### config.mk
export PLATFORM = sky130hd
export DESIGN_NAME = victim_buffer
export DESIGN_NICKNAME = d
export VERILOG_FILES = /design/src/rtl/vcb_pkg.sv /design/src/rtl/vcb_tag_match.sv /design/src/rtl/vcb_age_tracker.sv /design/src/rtl/victim_buffer.sv
export SDC_FILE = /design/constraint.sdc
export NUM_CORES = 1
export LEC_CHECK = 0
export CAP_MARGIN = 20
export CORE_ASPECT_RATIO = 1.2
export CORE_MARGIN = 3
export CORE_UTILIZATION = 52
export CTS_BUF_LIST = sky130_fd_sc_hd__clkbuf_16
export CTS_CLUSTER_SIZE = 10
export DETAILED_ROUTE_END_ITERATION = 12
export HOLD_SLACK_MARGIN = 0.1
export PLACE_DENSITY = 0.77
export SYNTH_ARGS = -nofsm -noshare
export SYNTH_HDL_FRONTEND = slang
export SYNTH_HIERARCHICAL = 1
export SYNTH_SLANG_ARGS = --single-unit
export TNS_END_PERCENT = 5
### constraint.sdc
create_clock -name clk -period 13.1 [get_ports clk]
set_input_delay 3.93 -clock clk [delete_from_list [all_inputs] [get_ports clk]]
set_output_delay 3.93 -clock clk [all_outputs]
set_load 0.02 [all_outputs]
### src/rtl/vcb_pkg.sv
// Package vcb_pkg
// Shared types for the victim block buffer.
// Assumes: at most one slot action is taken per cycle.
package vcb_pkg;

    // Action applied to the slot array in one cycle
    typedef enum logic [1:0] {
        SLOT_IDLE   = 2'd0,
        SLOT_INSERT = 2'd1,
        SLOT_SWAP   = 2'd2,
        SLOT_DROP   = 2'd3
    } slot_op_e;

endpackage

### src/rtl/vcb_tag_match.sv
// Module vcb_tag_match
// Compares one search address against every slot tag in parallel.
// It reports a per-slot hit vector, an any-hit flag and the encoded
// index of the hitting slot.
// Assumes: the environment never stores the same address in two slots.
module vcb_tag_match #(
    parameter int ENTRIES = 4,
    parameter int ADDR_W  = 28,
    parameter int IDX_W   = 2
) (
    input  logic                           clk,
    input  logic                           rst_n,
    input  logic                           search_en,
    input  logic [ADDR_W-1:0]              search_addr,
    input  logic [ENTRIES-1:0]             slot_valid,
    input  logic [ENTRIES-1:0][ADDR_W-1:0] slot_tag,
    output logic [ENTRIES-1:0]             match_vec,
    output logic                           any_match,
    output logic [IDX_W-1:0]               match_idx
);

    // One comparator per slot
    for (genvar g = 0; g < ENTRIES; g++) begin : g_cmp
        assign match_vec[g] = search_en && slot_valid[g] && (slot_tag[g] == search_addr);
    end

    assign any_match = |match_vec;

    // Encode the hitting slot into an index
    always_comb begin
        match_idx = '0;
        for (int i = 0; i < ENTRIES; i++) begin
            if (match_vec[i]) match_idx = IDX_W'(i);
        end
    end


    match_unique_chk: assert property (@(posedge clk) disable iff (!rst_n)
        $onehot0(match_vec));

endmodule

### src/rtl/vcb_age_tracker.sv
// Module vcb_age_tracker
// Keeps a fill-order rank for each slot. Rank 0 is the newest fill and
// ENTRIES-1 the oldest. It selects the slot for the next insertion:
// the lowest free slot if one exists, otherwise the oldest valid slot.
// Assumes: touch and drop are never requested in the same cycle, and
// valid_i is the slot valid vector before this cycle's update.
module vcb_age_tracker #(
    parameter int ENTRIES = 4,
    parameter int IDX_W   = 2
) (
    input  logic               clk,
    input  logic               rst_n,
    input  logic [ENTRIES-1:0] valid_i,
    input  logic               touch_en,
    input  logic [IDX_W-1:0]   touch_idx,
    input  logic               drop_en,
    input  logic [IDX_W-1:0]   drop_idx,
    output logic [IDX_W-1:0]   alloc_idx,
    output logic               full
);

    localparam logic [IDX_W-1:0] RANK_OLD = IDX_W'(ENTRIES - 1);

    logic [ENTRIES-1:0][IDX_W-1:0] rank;
    logic [ENTRIES-1:0]            oldest_vec;
    logic [IDX_W-1:0]              oldest_idx;

    // Rank bookkeeping: touched slot becomes newest, dropped slot closes its gap
    always_ff @(posedge clk) begin
        if (!rst_n) begin
            rank <= '0;
        end else if (touch_en) begin
            for (int o = 0; o < ENTRIES; o++) begin
                if (IDX_W'(o) == touch_idx) begin
                    rank[o] <= '0;
                end else if (valid_i[o] &&
                             (!valid_i[touch_idx] || rank[o] < rank[touch_idx])) begin
                    rank[o] <= rank[o] + 1'b1;
                end
            end
        end else if (drop_en) begin
            for (int o = 0; o < ENTRIES; o++) begin
                if (valid_i[o] && rank[o] > rank[drop_idx]) begin
                    rank[o] <= rank[o] - 1'b1;
                end
            end
        end
    end

    // Flag the slot whose rank marks it as the oldest fill
    for (genvar g = 0; g < ENTRIES; g++) begin : g_old
        assign oldest_vec[g] = valid_i[g] && (rank[g] == RANK_OLD);
    end

    assign full = &valid_i;

    // Encode the oldest slot into an index
    always_comb begin
        oldest_idx = '0;
        for (int i = 0; i < ENTRIES; i++) begin
            if (oldest_vec[i]) oldest_idx = IDX_W'(i);
        end
    end

    // Choose the lowest free slot, or the oldest slot when none is free
    always_comb begin
        alloc_idx = oldest_idx;
        for (int i = ENTRIES - 1; i >= 0; i--) begin
            if (!valid_i[i]) alloc_idx = IDX_W'(i);
        end
    end


    oldest_unique_chk: assert property (@(posedge clk) disable iff (!rst_n)
        full |-> ($countones(oldest_vec) == 1));


    no_double_action_chk: assert property (@(posedge clk) disable iff (!rst_n)
        !(touch_en && drop_en));

endmodule

### src/rtl/victim_buffer.sv
// Module victim_buffer
// Fully associative store for blocks discarded by a direct-mapped cache.
// It is searched on main-cache misses. A hit hands the block back,
// and a simultaneous eviction takes the freed slot (swap). Other
// evictions fill a free slot or overwrite the oldest fill, and a dirty
// block that is overwritten is sent to the write-back port.
// Assumes: an address is never stored twice, and lookups come only on
// main-cache misses. All outputs are registered, with one cycle latency.
module victim_buffer
    import vcb_pkg::*;
#(
    parameter int ENTRIES = 4,
    parameter int ADDR_W  = 28,
    parameter int DATA_W  = 64
) (
    input  logic              clk,
    input  logic              rst_n,
    input  logic              evict_valid,
    input  logic [ADDR_W-1:0] evict_addr,
    input  logic [DATA_W-1:0] evict_data,
    input  logic              evict_dirty,
    input  logic              lookup_valid,
    input  logic [ADDR_W-1:0] lookup_addr,
    output logic              resp_valid,
    output logic              resp_hit,
    output logic [DATA_W-1:0] resp_data,
    output logic              resp_dirty,
    output logic              wb_valid,
    output logic [ADDR_W-1:0] wb_addr,
    output logic [DATA_W-1:0] wb_data
);

    localparam int IDX_W = (ENTRIES > 1) ? $clog2(ENTRIES) : 1;

    logic [ENTRIES-1:0]             ent_valid;
    logic [ENTRIES-1:0]             ent_dirty;
    logic [ENTRIES-1:0][ADDR_W-1:0] ent_tag;
    logic [ENTRIES-1:0][DATA_W-1:0] ent_data;

    logic [ENTRIES-1:0] hit_vec;
    logic               cam_hit;
    logic [IDX_W-1:0]   hit_idx;
    logic [IDX_W-1:0]   alloc_idx;
    logic               full;

    logic               same_addr;
    logic               buf_hit;
    slot_op_e           op;
    logic [IDX_W-1:0]   tgt_idx;
    logic               spill;
    logic               touch_en;
    logic               drop_en;

    vcb_tag_match #(
        .ENTRIES (ENTRIES),
        .ADDR_W  (ADDR_W),
        .IDX_W   (IDX_W)
    ) i_match (
        .clk         (clk),
        .rst_n       (rst_n),
        .search_en   (lookup_valid),
        .search_addr (lookup_addr),
        .slot_valid  (ent_valid),
        .slot_tag    (ent_tag),
        .match_vec   (hit_vec),
        .any_match   (cam_hit),
        .match_idx   (hit_idx)
    );

    vcb_age_tracker #(
        .ENTRIES (ENTRIES),
        .IDX_W   (IDX_W)
    ) i_age (
        .clk       (clk),
        .rst_n     (rst_n),
        .valid_i   (ent_valid),
        .touch_en  (touch_en),
        .touch_idx (tgt_idx),
        .drop_en   (drop_en),
        .drop_idx  (hit_idx),
        .alloc_idx (alloc_idx),
        .full      (full)
    );

    // Same-cycle lookup of the block being inserted takes the forward path
    assign same_addr = lookup_valid && evict_valid && (evict_addr == lookup_addr);
    assign buf_hit   = cam_hit && !same_addr;

    // Decide this cycle's slot action and the slot it writes
    always_comb begin
        if (buf_hit && evict_valid) begin
            op      = SLOT_SWAP;
            tgt_idx = hit_idx;
        end else if (buf_hit) begin
            op      = SLOT_DROP;
            tgt_idx = hit_idx;
        end else if (evict_valid) begin
            op      = SLOT_INSERT;
            tgt_idx = alloc_idx;
        end else begin
            op      = SLOT_IDLE;
            tgt_idx = alloc_idx;
        end
    end

    assign touch_en = (op == SLOT_INSERT) || (op == SLOT_SWAP);
    assign drop_en  = (op == SLOT_DROP);
    assign spill    = (op == SLOT_INSERT) && full && ent_dirty[alloc_idx];

    // Slot array update: fill or swap writes the target, drop clears it
    always_ff @(posedge clk) begin
        if (!rst_n) begin
            ent_valid <= '0;
        end else begin
            case (op)
                SLOT_INSERT, SLOT_SWAP: begin
                    ent_valid[tgt_idx] <= 1'b1;
                    ent_dirty[tgt_idx] <= evict_dirty;
                    ent_tag[tgt_idx]   <= evict_addr;
                    ent_data[tgt_idx]  <= evict_data;
                end
                SLOT_DROP: ent_valid[hit_idx] <= 1'b0;
                default: ;
            endcase
        end
    end

    // Lookup response register
    always_ff @(posedge clk) begin
        if (!rst_n) begin
            resp_valid <= 1'b0;
            resp_hit   <= 1'b0;
            resp_data  <= '0;
            resp_dirty <= 1'b0;
        end else begin
            resp_valid <= lookup_valid;
            resp_hit   <= same_addr || buf_hit;
            if (same_addr) begin
                resp_data  <= evict_data;
                resp_dirty <= evict_dirty;
            end else if (buf_hit) begin
                resp_data  <= ent_data[hit_idx];
                resp_dirty <= ent_dirty[hit_idx];
            end else begin
                resp_data  <= '0;
                resp_dirty <= 1'b0;
            end
        end
    end

    // Write-back register for a displaced dirty block
    always_ff @(posedge clk) begin
        if (!rst_n) begin
            wb_valid <= 1'b0;
            wb_addr  <= '0;
            wb_data  <= '0;
        end else begin
            wb_valid <= spill;
            if (spill) begin
                wb_addr <= ent_tag[alloc_idx];
                wb_data <= ent_data[alloc_idx];
            end
        end
    end


    resp_follows_chk: assert property (@(posedge clk) disable iff (!rst_n)
        lookup_valid |=> resp_valid);


    resp_idle_chk: assert property (@(posedge clk) disable iff (!rst_n)
        !lookup_valid |=> !resp_valid);


    wb_cause_chk: assert property (@(posedge clk) disable iff (!rst_n)
        wb_valid |-> ($past(evict_valid) && $past(&ent_valid)));


    swap_no_wb_chk: assert property (@(posedge clk) disable iff (!rst_n)
        (evict_valid && cam_hit) |=> !wb_valid);


    miss_quiet_chk: assert property (@(posedge clk) disable iff (!rst_n)
        !resp_hit |-> (resp_data == '0));

endmodule

### Word-level counts from Yosys, hierarchy flattened

Cells that the tools add are included.

| storage, ports and cells | value |
|---|---|
| bits in writable memories | 0 |
| memories | 0 |
| logic and storage cells | 174 |
| memory bits (read-only) | 0 |
| latch bits | 0 |
| register bits | 544 |

| cells by class | value |
|---|---|
| eq/ne operators | 18 |
| reduce and logical (&&, ||, !) cells | 50 |
| multiply operators | 0 |
| divide/modulo/power cells | 0 |
| shift operators | 0 |
| $lt $le $gt $ge | 13 |
| $add $sub $neg | 8 |
| bitwise gates (word level) | 3 |
| multiplexer cells | 61 |

Operator list:

| kind | count |
|---|---|
| $mux 64 | 5 |
| $bmux 64 s2 | 2 |
| $bwmux 256 | 1 |
| $eq 28x28->1 | 5 |
| $demux 64 s2 | 1 |
| $bwmux 112 | 1 |
| $bmux 28 s2 | 1 |
| $demux 28 s2 | 1 |
| $mux 28 | 2 |
| $mux 2 | 26 |
| $logic_and 1x1->1 | 27 |
| $mux 8 | 2 |
| $ne 3x3->1 const B | 4 |
| $reduce_and 3->1 | 4 |
| $reduce_bool 2->1 | 6 |
| $eq 2x2->1 const B | 5 |
| $mux 1 | 10 |
| $lt 2x3->1 const B | 3 |
| $add 2x1->2 const B | 4 |
| $bmux 2 s2 | 2 |
| $gt 2x2->1 | 4 |
| $lt 2x2->1 | 4 |
| $pmux 4 s2 | 1 |
| $sub 2x1->2 const B | 4 |
| other kinds (17) | 28 |

### Depth between registers and ports, before layout

Gate-level depths: netlist (run 1).

| logic depth | value |
|---|---|
| depth in word-level cells | 19 |
| mapped depth | 19 |
| depth with buffers taken out | 16 |

### Modules after synthesis

Netlist (run 1), hierarchy kept.

Modules (own cells, without submodules):

| module | area each (sq um) | sequential area each (sq um) | instances | cells each |
|---|---|---|---|---|
| victim_buffer | 24367.1 | 14453.9 | 1 | 1745 |
| vcb_tag_match | 1358.8 | 0.0 | 1 | 169 |
| vcb_age_tracker | 1071.0 | 160.2 | 1 | 134 |

### Worst setup path before layout (run 1)

Ideal clock, no wire load.

| timing path | value |
|---|---|
| path type | input to register |
| from | in lookup_addr[1] |
| to | reg ent_data[128] in the netlist's numbering, enable pin |
| arrival | 11.908 ns |
| slack | 0.510 ns |
| stages on the path | 10 |
| data required time | 12.418 ns |
| setup time | 0.682 ns |
| path buffers | 2 |
| cells stage by stage | clkbuf_1 -> xnor2_1 -> nand3_1 -> or4_1 -> or4_4 -> nand4_1 -> clkbuf_1 -> inv_1 -> a21oi_1 -> o31ai_1 |

| on the way | value |
|---|---|
| word-level cells in the longest chain between the ends | 9 |
| elaborated cells on any way between the ends | 20 |
| those cells by class | eq/ne: 7; mux: 2; reduce/logical: 11 |

RTL lines:

| element | RTL line | text |
|---|---|---|
| start: declaration | victim_buffer.sv:23 | `input logic [ADDR_W-1:0] lookup_addr,` |
| $eq 28x28->1 | vcb_tag_match.sv:24 | `assign match_vec[g] = search_en && slot_valid[g] && (slot_tag[g] == search_addr);` |
| $logic_and 1x1->1 | vcb_tag_match.sv:24 |  |
| $reduce_or 4->1 (*) | vcb_tag_match.sv:27 | `assign any_match = \|match_vec;` |
| named net cam_hit | victim_buffer.sv:41 | `logic cam_hit;` |
| $logic_and 1x1->1 (*) | victim_buffer.sv:87 | `assign buf_hit = cam_hit && !same_addr;` |
| $mux 2 or $logic_and 1x1->1 (tied branches) | victim_buffer.sv:94, victim_buffer.sv:91 |  |
| $mux 2 (*) | victim_buffer.sv:91 | `if (buf_hit && evict_valid) begin` |
| $eq 2x1->1 or $eq 2x2->1 (tied branches) | victim_buffer.sv:115 | `case (op)` |
| $reduce_or 2->1 (*) | victim_buffer.sv:115 |  |
| $reduce_and 2->1 (no source line) (*) | - |  |
| end signal: indexed assignment | victim_buffer.sv:120 | `ent_data[tgt_idx] <= evict_data;` |
| end: declaration | victim_buffer.sv:38 | `logic [ENTRIES-1:0][DATA_W-1:0] ent_data;` |

Mark *: on every way through the listed nets, which the timed path passes. The rest lies on a longest branch.
A chain may end at the register's enable or synchronous reset.

### Worst setup path in the final report (run 1)

| timing path | value |
|---|---|
| from | in lookup_addr[4] |
| to | reg i_age/rank[1] in the netlist's numbering |

| on the way | value |
|---|---|
| elaborated cells on any way between the ends | 44 |
| those cells by class | order compare: 2; eq/ne: 9; mux: 15; reduce/logical: 18 |

RTL lines:

| element | RTL line | text |
|---|---|---|
| $eq 28x28->1 | vcb_tag_match.sv:24 |  |
| $logic_and 1x1->1 | vcb_tag_match.sv:24 |  |
| $reduce_or 4->1 (*) | vcb_tag_match.sv:27 |  |
| named net cam_hit | victim_buffer.sv:41 |  |
| $logic_and 1x1->1 (*) | victim_buffer.sv:87 |  |
| $mux 2 or $logic_and 1x1->1 (tied branches) | victim_buffer.sv:94, victim_buffer.sv:91 |  |
| $mux 2 (*) | victim_buffer.sv:91 |  |
| named net tgt_idx[1] | victim_buffer.sv:49 | `logic [IDX_W-1:0] tgt_idx;` |
| $bmux 2 s2 or $bmux 1 s2 (tied branches) | vcb_age_tracker.sv:37 | `(!valid_i[touch_idx] \|\| rank[o] < rank[touch_idx])) begin` |
| $mux 2 (implied by the code) or $mux 1 (tied branches) | vcb_age_tracker.sv:37 |  |
| $lt 2x2->1 or $logic_not 1->1 (tied branches) | vcb_age_tracker.sv:37 |  |
| $logic_or 1x1->1 | vcb_age_tracker.sv:37 |  |
| $logic_and 1x1->1 | vcb_age_tracker.sv:36 | `end else if (valid_i[o] &&` |
| $ne 3x3->1 (no source line) | - |  |
| $reduce_and 3->1 (no source line) | - |  |
| end signal: indexed assignment | vcb_age_tracker.sv:38 | `rank[o] <= rank[o] + 1'b1;` |
| end signal: indexed assignment | vcb_age_tracker.sv:44 | `rank[o] <= rank[o] - 1'b1;` |
| end: declaration | vcb_age_tracker.sv:24 | `logic [ENTRIES-1:0][IDX_W-1:0] rank;` |

Mark *: on every way through the listed nets, which the timed path passes. The rest lies on a longest branch. The select of a mux whose other input is x is not followed.

==> run_results.csv, run 1 <==
group,metric,value,unit
status,outcome,"finished clean",
grt,antenna_found_initial,6,
synth,syn_nets,2185,
timing,hold_violations,0,
die,die_area,0.0543,mm2
drt,dr_total_vias,20300,
drt,avgViaCountPerCell,6.99,
placed_design,dpl.hpwl,49700,um
clock_tree,cts_root_buf,"clkbuf_16",
synth,syn-cell-area,0.0268,mm2
die,die_x,213,um
final_layout,fillerInstances,3736,
final_layout,multi_input_area,0.0113,mm2
synth,synth_warnings,6,
critical_path,critical_path_class,"in2reg",
critical_path,start_kind,"input pin",
drt,wl,83100,um
clock_tree,ctsResizeCount,0,
critical_path,required,13660,ps
timing,finClkSkew,16.6,ps
power_and_ir_drop,p_leak,10.4,nW
placed_design,port_buffers,284,
grt,grt_max_degree,114,
placed_design,dp.cells,2787,
timing,setup_viol,0,
timing,rsz0062_at_grt,"false",
final_layout,final_cells,2900,
synth,avgSynthCellArea,13.1,um2
timing,worst_slew_pin_slew,1110,ps
timing,clock.fmax,109,MHz
critical_path,arrival,9730,ps
clock_tree,numCtsBuffers,61,
drt,first_iter_violations,2643,
timing,fin_crit_sh,70.0,%
grt,grt_usage,30.0,%
timing,finalMaxSlewViolations,0,
die,die_y,255,um
flow_run,maxCapViolations,0,
drt,firstDrtPassIters,6,
timing,setup_tns,0,ps
die,pin_count,285,
clock_tree,cts_sinks,544,
die,core,0.0506,mm2
die,start_util,53.0,%
critical_path,worstPathMaxFanout,13,
clock_tree,insertion_delay,630,ps
final_layout,area_delta_synth_final,18.1,%
grt,overflow,0,
clock_tree,cts_setup_buffers,0,
clock_tree,hold_buffers,0,
clock_tree,h-tree-depth,2,
clock_tree,clk_pin_slew,60,ps
min_path,hp-class,"reg2reg",
grt,grt_pass1_vias,20200,
timing,relSlewSlack,25.7,%
power_and_ir_drop,powerDensity,119,mW/mm2
final_layout,fin_nets,2347,
drt,antenna_left,0,
drt,wire_per_inst,28.7,um
clock_tree,cts_buffer_depth,3,
clock_tree,tritoncts,"done",
critical_path,endpoint_kind,"flip-flop",
critical_path,ff2ff_setup_slack,7420,ps
die,num_rows,90,
power_and_ir_drop,ir_worst_vdd,0.0989,mV
placed_design,gp_congestion,0.959,
final_layout,drive_above_1_share,12.9,%
drt,drcViolationCount,0,
final_layout,regArea,0.0146,mm2
timing,finalCriticalPeriod,9170,ps
synth,syn_inst,2045,
grt,grt_pass1_wl,124000,um
-- routing by layer --
metal	wire, um	track usage, %	vias to the layer above
met5	34	0	-
met3	7980	5.66	226
met2	40700	48.8	1296
met4	3590	13.0	4
li1	-	-	8549
met1	30900	39.9	10200
-- cell type report --
type                            instances  area share, %
Antenna cell                            4         0.0316
Clock buffer                           62           4.90
Clock inverter                         46          0.585
Inverter                               17          0.206
Multi-Input combinational cell       1263           35.6
Sequential cell                       544           46.2
Tap cell                              644           2.55
Timing Repair Buffer                  320           9.92
-- stage by stage --
stage	setup WS (ps)	power [mW]	util (%)	instance area, um2	hold WS, ps
6_report	3930	3.77	62.6	31600	508
2_1_floorplan	512	2.16	-	26800	487
5_1_grt	3640	3.88	62.6	31600	534
3_5_place_dp	3350	2.29	59.1	29900	504
4_1_cts	4010	3.78	62.5	31600	513
3_3_place_gp	3430	2.28	59.1	29900	491
-- critical path, stage by stage --
cell and delay (ps):
clkdlybuf4s50_1 620, xnor2_1 170, nand4_1 220, or4_1 580, or4_4 600, nand4_1 310, inv_1 90, a21oi_1 820
mux2_2 480, mux4_2 540, inv_1 150, ha_1 270, a21oi_1 180, a21oi_2 90, or4_1 500, a21boi_1 150
-- report_power, final --
part	total, mW	switching [mW]	leakage [nW]	internal, mW
Combinational	0.366	0.202	4.64	0.164
Sequential	1.90	0.0231	4.77	1.87
Clock	1.51	0.669	0.999	0.840
Total	3.77	0.894	10.4	2.88
-- final timing paths --
check | cells after the start | startpoint | to
max | 16 | lookup_addr[4] | i_age/rank[1]
min | 2 | wb_addr[5] | wb_addr[5]
max reg2reg | 15 | ent_tag[73] | i_age/rank[1]
min reg2reg | 2 | wb_addr[5] | wb_addr[5]
-- state kept, by name, indices dropped and copies added (netlist names) --
signal and flops:
ent_tag 112, resp_hit 1, resp_valid 1, wb_data 64, resp_dirty 1, i_age/rank 8, ent_data 256, ent_valid 4
wb_valid 1, resp_data 64, ent_dirty 4, wb_addr 28
-- layout by cell type, fill, tap and decap left out, drive strengths merged, types with 4 or more instances in the layout --
master	instances
a21boi	69
a21oi	13
a31oi	92
and3	188
and4	7
buf	37
clkbuf	62
clkdlybuf4s50	283
clkinv	5
dfxtp	172
diode	4
edfxtp	372
ha	15
inv	58
mux4	162
nand2	19
nand2b	8
nand3	171
nand4	123
nor2	8
nor2b	7
nor3	4
nor4	12
o2111a	4
o211ai	165
o21a	4
o21ai	11
or4	5
xnor2	107
xor2	32
Note: power is estimated with default switching activity, not from simulation.
==> run 2, diff against run 1 <==
--- a/config.mk
+++ b/config.mk
@@ -8,12 +8,12 @@
 export CAP_MARGIN = 20
 export CORE_ASPECT_RATIO = 1.2
 export CORE_MARGIN = 3
-export CORE_UTILIZATION = 52
+export CORE_UTILIZATION = 57
 export CTS_BUF_LIST = sky130_fd_sc_hd__clkbuf_16
 export CTS_CLUSTER_SIZE = 10
 export DETAILED_ROUTE_END_ITERATION = 12
 export HOLD_SLACK_MARGIN = 0.1
-export PLACE_DENSITY = 0.77
+export PLACE_DENSITY = 0.8
 export SYNTH_ARGS = -nofsm -noshare
 export SYNTH_HDL_FRONTEND = slang
 export SYNTH_HIERARCHICAL = 1
==> constraint.sdc (replaced) <==
create_clock -name clk -period 9.5 [get_ports clk]
set_input_delay 2.85 -clock clk [delete_from_list [all_inputs] [get_ports clk]]
set_output_delay 2.85 -clock clk [all_outputs]
set_load 0.02 [all_outputs]
==> run 2 against run 1 <==
Non-clock buffer count decreased by 4. Final cell count decreased by 0.97%. Sequential share of layout area about the same. Wire length decreased by 4.2%. Register-to-register slack got worse by 2900 ps. Cell area increased by 0.11%. Hold slack got worse by 1.9 ps. Sequential power increased by 37%. Setup slack got worse by 1900 ps. Critical endpoint unchanged. Largest cell class unchanged.
==> run_results.csv, run 2 (synthesis gave the netlist of run 1 again) <==
group,metric,value,unit
clock_tree,ctsResizeCount,0,
power_and_ir_drop,pwr-share-seq,50.2,%
power_and_ir_drop,netSwitchingFraction,23.7,%
clock_tree,hold_buffers,0,
die,core,0.0462,mm2
die,num_rows,86,
clock_tree,tritoncts,"done",
drt,dr_total_vias,20100,
die,die_y,243,um
clock_tree,insertion_delay,630,ps
die,die_area,0.0496,mm2
drt,firstDrtPassIters,5,
critical_path,worstPathMaxFanout,13,
timing,setup_viol,0,
final_layout,fin_nets,2343,
final_layout,area_delta_synth_final,18.3,%
final_layout,regArea,0.0146,mm2
final_layout,final_common_cell,"edfxtp_1",
drt,wire_per_inst,27.7,um
final_layout,utilization,68.6,%
placed_design,dp_slack,1440,ps
timing,clock.fmax,134,MHz
critical_path,required,10060,ps
die,start_util,58.0,%
drt,first_iter_violations,2402,
die,die_x,204,um
critical_path,critical_path_class,"in2reg",
grt,antenna_found_initial,5,
die,pin_count,285,
final_layout,largest_reg_flops,256,
min_path,hp-class,"reg2reg",
power_and_ir_drop,ir_worst_vdd,0.136,mV
status,outcome,"finished clean",
flow_run,maxCapViolations,0,
clock_tree,clk_pin_slew,60,ps
critical_path,arrival,8000,ps
final_layout,final_cells,2872,
final_layout,top_regs,"ent_data x256, ent_tag x112",
clock_tree,h-tree-depth,2,
timing,finClkSkew,18.4,ps
timing,worst_slew_pin_slew,1070,ps
placed_design,dp.cells,2755,
timing,rsz0062_at_grt,"false",
grt,grt_max_degree,165,
grt,grt_usage,31.7,%
timing,whs,506,ps
placed_design,port_buffers,284,
placed_design,dpl.hpwl,47000,um
grt,overflow,0,
clock_tree,numCtsBuffers,61,
clock_tree,cts_setup_buffers,0,
final_layout,fillerInstances,3123,
power_and_ir_drop,p_sw,1.24,mW
timing,setup_ws,2050,ps
clock_tree,cts_root_buf,"clkbuf_16",
drt,antenna_left,0,
placed_design,place_area,0.0299,mm2
grt,grt_pass1_vias,20200,
timing,relSlewSlack,28.6,%
clock_tree,cts_buffer_depth,3,
final_layout,final_cell_mix,"372 x edfxtp_1, 283 x clkdlybuf4s50_1, 186 x and3_1",
critical_path,ff2ff_setup_slack,4500,ps
placed_design,gp_congestion,0.887,
final_layout,final_area,0.0317,mm2
final_layout,multi_input_area,0.0113,mm2
clock_tree,cts_sinks,544,
power_and_ir_drop,p_leak,10.4,nW
timing,finalMaxSlewViolations,0,
timing,fin_crit_sh,78.4,%
power_and_ir_drop,p_clk_share,40.2,%
power_and_ir_drop,pwr-share-comb,9.6,%
critical_path,endpoint_kind,"flip-flop",
power_and_ir_drop,powerDensity,165,mW/mm2
final_layout,drive_above_1_share,12.8,%
critical_path,start_kind,"input pin",
grt,grt_pass1_wl,122000,um
drt,drcViolationCount,0,
final_layout,largest-register,"ent_data",
drt,wl,79600,um
timing,finalCriticalPeriod,7450,ps
power_and_ir_drop,p_int,3.98,mW
drt,avgViaCountPerCell,7.01,
timing,hold_violations,0,
## run 2: cell types whose count changed in the layout (fill, tap and decap cells not counted), sizes merged
| cell | change |
|---|---|
| clkinv | -2 |
| buf | -4 |
| inv | +6 |
## run 2: worst paths after layout
check,cells after the start,startpoint,endpoint
hold reg to reg,2,wb_addr[1],wb_addr[1]
hold / removal,2,wb_addr[1],wb_addr[1]
setup / recovery,17,lookup_addr[8],i_age/rank[1]
setup reg to reg,16,ent_tag[77],i_age/rank[1]
## run 2: cell type report
type,instances,area share [%]
tap,616,2.43
multi-input combinational,1263,35.6
clock buffer,62,4.90
antenna,4,0.0316
clock inverter,50,0.699
inverter,17,0.205
timing repair buffer,316,10.0
sequential,544,46.1
## run 2: metal layers
layer	GRT usage (%)	up-vias	part of all wire, %
met5	0	-	0.010
met1	42.1	10100	37
met2	51.9	1301	49
li1	-	8555	-
met3	6.13	206	10
met4	12.6	2	3.8
## run 2: through the flow
| stage | total power, mW | TNS, ps |
|---|---|---|
| after detailed placement | 3.16 | 0 |
| final | 5.21 | 0 |
| after global placement | 3.15 | 0 |
| after CTS | 5.23 | 0 |
| after global routing | 5.37 | 0 |
| after floorplan | 2.97 | -315000 |
## run 2: power groups by stage
stage,clock network [mW],registers [mW],logic (mW)
floorplan,0,2.66,0.312
global placement,0,2.66,0.486
detailed placement,0,2.66,0.495
CTS,2.12,2.61,0.497
global route,2.22,2.62,0.533
finish,2.10,2.61,0.501
## run 2: critical path: stages
cell and delay, ps:
clkdlybuf4s50_1 560, xnor2_1 330, nand4_1 120, or4_1 600
or4_4 600, nand4_1 240, inv_1 90, a21oi_1 140
buf_4 220, mux2_2 470, mux4_2 450, inv_1 140
ha_1 260, a21oi_1 190, a21oi_2 100, or4_1 500
a21boi_1 140
